## src/rtl/bfs_pkg.sv

```systemverilog
package bfs_pkg;
  typedef enum logic [1:0] {
    ST_IDLE = 2'd0,
    ST_READ = 2'd1,
    ST_MODW = 2'd2,
    ST_DONE = 2'd3
  } bfs_state_e;
endpackage

```

## src/rtl/bfs_addr_gen.sv

```systemverilog
module bfs_addr_gen #(
  parameter int ADDR_W = 32,
  parameter int DISP_W = 16,
  parameter int REG_W  = 32,
  parameter int BSEL_W = 3
) (
  input  logic              clk,
  input  logic              rst,
  input  logic              load,
  input  logic              use_reg_form,
  input  logic [ADDR_W-1:0] base_addr,
  input  logic [DISP_W-1:0] disp,
  input  logic [BSEL_W-1:0] bit_imm,
  input  logic [REG_W-1:0]  bit_reg,
  output logic [ADDR_W-1:0] addr_q,
  output logic [BSEL_W-1:0] bsel_q
);
  localparam int EXT_W = ADDR_W - DISP_W;

  logic [ADDR_W-1:0] disp_ext;
  logic [ADDR_W-1:0] addr_next;
  logic [BSEL_W-1:0] bsel_next;

  assign disp_ext = {{EXT_W{disp[DISP_W-1]}}, disp};

  always_comb begin
    if (use_reg_form) begin
      addr_next = base_addr;
      bsel_next = bit_reg[BSEL_W-1:0];
    end else begin
      addr_next = base_addr + disp_ext;
      bsel_next = bit_imm;
    end
  end

  always_ff @(posedge clk) begin
    if (rst) begin
      addr_q <= '0;
      bsel_q <= '0;
    end else if (load) begin
      addr_q <= addr_next;
      bsel_q <= bsel_next;
    end
  end

  AST_ADDR_HOLD: assert property (@(posedge clk) disable iff (rst)
    !$past(load) |-> $stable(addr_q)) else $error("address moved without load");
endmodule

```

## src/rtl/bfs_ctrl.sv

```systemverilog
module bfs_ctrl
  import bfs_pkg::*;
(
  input  logic clk,
  input  logic rst,
  input  logic start,
  output logic load,
  output logic capture,
  output logic busy,
  output logic mem_rd_q,
  output logic mem_wr_q,
  output logic done_q
);
  bfs_state_e state, state_nx;

  assign load    = (state == ST_IDLE) && start;
  assign capture = (state == ST_MODW);
  assign busy    = (state != ST_IDLE);

  always_comb begin
    state_nx = state;
    case (state)
      ST_IDLE: if (start) state_nx = ST_READ;
      ST_READ: state_nx = ST_MODW;
      ST_MODW: state_nx = ST_DONE;
      ST_DONE: state_nx = ST_IDLE;
      default: state_nx = ST_IDLE;
    endcase
  end

  always_ff @(posedge clk) begin
    if (rst) begin
      state    <= ST_IDLE;
      mem_rd_q <= 1'b0;
      mem_wr_q <= 1'b0;
      done_q   <= 1'b0;
    end else begin
      state    <= state_nx;
      mem_rd_q <= load;
      mem_wr_q <= capture;
      done_q   <= capture;
    end
  end

  AST_RD_WR_EXCL: assert property (@(posedge clk) disable iff (rst)
    !(mem_rd_q && mem_wr_q)) else $error("read and write overlap");
  AST_WR_AFTER_RD: assert property (@(posedge clk) disable iff (rst)
    mem_wr_q |-> $past(mem_rd_q, 2)) else $error("write without prior read");
  AST_RD_PULSE: assert property (@(posedge clk) disable iff (rst)
    mem_rd_q |=> !mem_rd_q) else $error("read strobe too long");
  AST_DONE_PULSE: assert property (@(posedge clk) disable iff (rst)
    done_q |=> !done_q) else $error("done too long");
endmodule

```

## src/rtl/bfs_bit_modify.sv

```systemverilog
module bfs_bit_modify #(
  parameter int DATA_W = 8,
  parameter int BSEL_W = 3
) (
  input  logic              clk,
  input  logic              rst,
  input  logic              capture,
  input  logic [BSEL_W-1:0] bsel,
  input  logic [DATA_W-1:0] rdata,
  output logic [DATA_W-1:0] wdata_q,
  output logic              zflag_q
);
  logic [DATA_W-1:0] flipped;

  for (genvar i = 0; i < DATA_W; i++) begin : g_bit
    assign flipped[i] = rdata[i] ^ (bsel == BSEL_W'(i));
  end

  always_ff @(posedge clk) begin
    if (rst) begin
      wdata_q <= '0;
      zflag_q <= 1'b0;
    end else if (capture) begin
      wdata_q <= flipped;
      zflag_q <= ~rdata[bsel];
    end
  end

  AST_ONE_BIT_FLIP: assert property (@(posedge clk) disable iff (rst)
    capture |=> ($countones(wdata_q ^ $past(rdata)) == 1)) else $error("flip count wrong");
  AST_Z_VS_WDATA: assert property (@(posedge clk) disable iff (rst)
    capture |=> (zflag_q == wdata_q[$past(bsel)])) else $error("flag disagrees with written bit");
endmodule

```

## src/rtl/bit_flip_seq.sv

```systemverilog
module bit_flip_seq #(
  parameter int ADDR_W = 32,
  parameter int DISP_W = 16,
  parameter int REG_W  = 32,
  parameter int DATA_W = 8,
  localparam int BSEL_W = $clog2(DATA_W)
) (
  input  logic              clk,
  input  logic              rst,
  input  logic              start,
  input  logic              use_reg_form,
  input  logic [ADDR_W-1:0] base_addr,
  input  logic [DISP_W-1:0] disp,
  input  logic [BSEL_W-1:0] bit_imm,
  input  logic [REG_W-1:0]  bit_reg,
  output logic              busy,
  output logic              done,
  output logic              zflag,
  output logic [ADDR_W-1:0] mem_addr,
  output logic              mem_rd,
  output logic              mem_wr,
  output logic [DATA_W-1:0] mem_wdata,
  input  logic [DATA_W-1:0] mem_rdata
);
  logic              load;
  logic              capture;
  logic [BSEL_W-1:0] bsel;

  bfs_ctrl u_ctrl (
    .clk      (clk),
    .rst      (rst),
    .start    (start),
    .load     (load),
    .capture  (capture),
    .busy     (busy),
    .mem_rd_q (mem_rd),
    .mem_wr_q (mem_wr),
    .done_q   (done)
  );

  bfs_addr_gen #(
    .ADDR_W (ADDR_W),
    .DISP_W (DISP_W),
    .REG_W  (REG_W),
    .BSEL_W (BSEL_W)
  ) u_addr (
    .clk          (clk),
    .rst          (rst),
    .load         (load),
    .use_reg_form (use_reg_form),
    .base_addr    (base_addr),
    .disp         (disp),
    .bit_imm      (bit_imm),
    .bit_reg      (bit_reg),
    .addr_q       (mem_addr),
    .bsel_q       (bsel)
  );

  bfs_bit_modify #(
    .DATA_W (DATA_W),
    .BSEL_W (BSEL_W)
  ) u_mod (
    .clk     (clk),
    .rst     (rst),
    .capture (capture),
    .bsel    (bsel),
    .rdata   (mem_rdata),
    .wdata_q (mem_wdata),
    .zflag_q (zflag)
  );

  AST_Z_ONLY_ON_DONE: assert property (@(posedge clk) disable iff (rst)
    !$stable(zflag) |-> done) else $error("flag moved outside done");
  AST_NO_START_BUSY: assert property (@(posedge clk) disable iff (rst)
    mem_rd |-> !$past(busy)) else $error("read launched while busy");
  AST_DONE_WITH_WR: assert property (@(posedge clk) disable iff (rst)
    done |-> (mem_wr && busy)) else $error("done without write");
endmodule

```

## config.mk

```make
export PLATFORM = sky130hd
export DESIGN_NAME = bit_flip_seq
export DESIGN_NICKNAME = d
export VERILOG_FILES = /design/src/rtl/bfs_pkg.sv /design/src/rtl/bfs_addr_gen.sv /design/src/rtl/bfs_ctrl.sv /design/src/rtl/bfs_bit_modify.sv /design/src/rtl/bit_flip_seq.sv
export SDC_FILE = /design/constraint.sdc
export NUM_CORES = 1
export LEC_CHECK = 0
export BUFFER_PORTS_ARGS = -buffer_cell sky130_fd_sc_hd__buf_2
export CORE_MARGIN = 2
export CORE_UTILIZATION = 46
export CTS_CLUSTER_SIZE = 8
export DETAILED_ROUTE_END_ITERATION = 7
export HOLD_SLACK_MARGIN = 0.12
export MAX_ROUTING_LAYER = met4
export PLACE_DENSITY = 0.83
export SLEW_MARGIN = 15
export SYNTH_ARGS = -nofsm -noshare
export SYNTH_HDL_FRONTEND = slang
export SYNTH_SLANG_ARGS = --single-unit
```

## constraint.sdc

```tcl
create_clock -name clk -period 2.15 [get_ports clk]
set_input_delay 0 -clock clk [delete_from_list [all_inputs] [get_ports clk]]
set_output_delay 0 -clock clk [all_outputs]
set_load 0.01 [all_outputs]
```

==> run_results.csv <==
group,metric,value,unit
status,status,"complete, no violations",
setup_path,cp_data_required_time,2390,ps
clock_tree,clkTransAtPathRegs,110,ps
drt,drt_first_pass_iters,5,
grt,antenna_found_initial,0,
grt,gr-usage-met3,0.0285,
timing,fin_worst_skew,7.30,ps
yosys,synth_top_area_share,0.250,
yosys,synth-async-reset-ratio,0,
timing,fin_setup_tns,0,ps
min_path,holdPathEnd,"u_addr.addr_q[26]",
pwr,power_leakage,2.69,nW
setup_path,critPathMaxStageDelay,360,ps
floorplan,start_util,0.470,
pwr,clkPwrFrac,0.172,
yosys,yosys_warnings,0,
yosys,yosysTopAreaCell,"dfxtp_1",
clock_tree,cts_root_buffer,"clkbuf_8",
timing,fmax,487,MHz
pwr,power_density,716,nW/um2
grt,track_usage,0.290,
pwr,p_switching,1.72,mW
setup_path,rr_endpoint,"u_addr.addr_q[24]",
finish,final_area,5920,um2
timing,max_slew_margin,0.427,
floorplan,rows,33,
placement,place_congestion,0.921,
timing,finalHoldViolCount,0,
finish,layout_commonest_cell,"buf_2",
yosys,synth_top_family_by_area,"compound AO/OA/AOI/OAI gates",
setup_path,r2r_slack,490,ps
timing,slew_violations,0,
setup_path,critPathSlowestCell,"ha_1",
yosys,syn_inst,501,
yosys,yosysSeqAreaShare,0.250,
drt,totalWireLength,13.5,mm
yosys,synth_compound_area_frac,0.274,
drt,ant_nets,0,
grt,use_met1,0.325,
drt,vias_per_cell,5.65,
clock_tree,cts_buffer_depth,2,
pwr,p_int,2.52,mW
floorplan,dieHeight,95.4,um
pwr,p_comb_frac,0.523,
clock_tree,cts_tree,"done",
min_path,holdPathStages,4,
grt,busiest_layer,"met2",
timing,setup_ws,97.2,ps
setup_path,r2r_start,"u_ctrl.state[0]",
yosys,postSynthAreaPerCell,7.68,um2
drt,vias,4704,
min_path,hp-class,"in2reg",
finish,syn2layout_area_growth,53.9,%
finish,layout.nets,856,
timing,setup_viol,0,
clock_tree,htree_num_levels,2,
timing,period_share,0.955,
yosys,synthFlopType,"dfxtp_1",
yosys,synthesis.nets,631,
timing,rsz0062_at_grt,"true",
setup_path,crit_chain,"buf_2, ha_1, a21o_1, a21oi_2, a31oi_4, o2111ai_1, o21ai_2, a22oi_2, and4_1, o21ai_1, a311oi_1",
grt,grt_start_max_net_pins,64,
grt,grt_overflow,0,
placement,io_buffers,110,
floorplan,dieArea,9110,um2
timing,holdWs,124,ps
yosys,synth.area.top_cells,"dfxtp_1 (25%), ha_1 (11%), nand2_1 (6.2%)",
grt,grt_use_met2,0.553,
setup_path,cp-start-kind,"primary input",
clock_tree,numCtsBuffers,5,
floorplan,coreArea,8180,um2
placement,post-dp-hpwl,8.96,mm
drt,drt-wirelength-per-cell,16.2,um
placement,place_worst_setup_slack,-350,ps
yosys,synth-xor-area-share,0.0751,
yosys,synth_mux_area_frac,0.0377,
placement,placed_cell_area,5120,um2
min_path,hold_start,"base_addr[26]",
drt,drc,0,
job,maxCapViolCount,0,
setup_path,crit_path_max_fanout,5,
floorplan,die_x,95.4,um
pwr,swShare,0.406,
grt,grt_pass1_wl,20.6,mm
pwr,vdd_ir_drop_max,451,uV
finish,final_cell_mix,"buf_2 (107), buf_4 (96), nand2_1 (63)",
floorplan,ioPinCount,140,
finish,drive_gt1_frac,0.348,
finish,antennaDiodeCount,0,
yosys,ys_ff_latch,48,
grt,grt_pass1_vias,4548,
setup_path,end_kind,"register",
clock_tree,clock_latency,320,ps
drt,drt_iter0_markers,222,
yosys,netlist_area,3850,um2
yosys,synth_cell_types,53,
timing,fin_crit,2050,ps
yosys,synth-simple-area-share,0.204,
yosys,synth_edf_count,0,
setup_path,critPathArrivalTime,2290,ps
clock_tree,cts.sinks,48,
pwr,seqPwrFrac,0.305,
yosys,synth_adder_area_share,0.116,
timing,tightestPinTransition,858,ps
setup_path,critPathKind,"in2reg",
setup_path,reg2reg_depth,6,
[cell type report]
type,instances,area (um2)
Multi-Input combinational cell,412,2910
Fill cell,628,2250
Timing Repair Buffer,250,1770
Sequential cell,48,961
Tap cell,105,131
Clock buffer,5,68.8
Clock inverter,3,46.3
Inverter,9,33.8
[cells by family after synthesis]
family                     count (synthesis)
and+or+nand+nor                          175
AOI/OAI and AO/OA                        157
DFF                                       48
buffers and inverters                     41
adders and majority gates                 35
xor gates and xnor gates                  33
muxes                                     12
[worst max-delay path, delay by kind of cell]
family                     cells  cell delay [ps]
AOI/OAI and AO/OA              8             1600
adders and majority gates      1              360
buffers and inverters          1              100
and+or+nand+nor                1              230
[routing by layer]
layer  vias up  wire (um)
met1      2195       5440
met4         0        339
met3        39        788
met5         -          0
li1       2273          -
met2       197       6890
[through the flow]
stage,power (mW),instances,utilization
after CTS,4.13,828,0.695
after detailed placement,3.34,776,0.626
after global placement,3.26,776,0.626
after floorplan,2.55,501,-
final,4.24,832,0.724
after global routing,4.53,832,0.724
[power by group through the flow]
| stage | registers (mW) | logic (mW) | clock network [mW] |
|---|---|---|---|
| 4_1_cts | 1.29 | 2.11 | 0.737 |
| 3_3_place_gp | 1.30 | 1.96 | 0 |
| 6_report | 1.29 | 2.22 | 0.730 |
| 2_1_floorplan | 1.38 | 1.17 | 0 |
| 5_1_grt | 1.33 | 2.44 | 0.763 |
| 3_5_place_dp | 1.31 | 2.03 | 0 |
[what timing repair did]
| action | 4_1_cts | 5_1_grt |
|---|---|---|
| hold buffers | 41 | 0 |
| buffers inserted | 3 | 3 |
| endpoints found under the setup margin | 2 | 8 |
| pin swaps | 7 | 18 |
| endpoints found under the hold margin | 38 | 0 |
| gates cloned | 0 | 1 |
| resized for setup | 3 | 34 |
[worst max path at each step]
stage | start | to | slack [ps]
CTS | base_addr[28] | u_addr.addr_q[31] | 20
detailed placement | base_addr[0] | u_addr.addr_q[28] | -350
global placement | base_addr[0] | u_addr.addr_q[28] | -310
finish | base_addr[4] | u_addr.addr_q[30] | 100
global route | base_addr[4] | u_addr.addr_q[28] | -60
floorplan | base_addr[15] | u_addr.addr_q[30] | 1
[registers in the layout, summed over array words and instances, names as in the netlist]
register / flops
u_addr.addr_q: 32
u_mod.wdata_q: 8
u_addr.bsel_q: 3
u_ctrl.state: 2
u_ctrl.mem_rd_q: 1
u_ctrl.mem_wr_q: 1
u_mod.zflag_q: 1
[cell usage after synthesis (8+ instances only)]
| master | count |
|---|---|
| a21oi_1 | 43 |
| nand3_1 | 10 |
| nor2_1 | 55 |
| ha_1 | 34 |
| xor2_1 | 8 |
| dfxtp_1 | 48 |
| a21o_1 | 12 |
| o21ai_0 | 31 |
| mux2i_1 | 10 |
| clkbuf_1 | 24 |
| nand2_1 | 64 |
| a311oi_1 | 13 |
| a211oi_1 | 19 |
| xnor2_1 | 25 |
| inv_1 | 9 |
| nor3_1 | 12 |
Power figures use the tool's default switching activity.
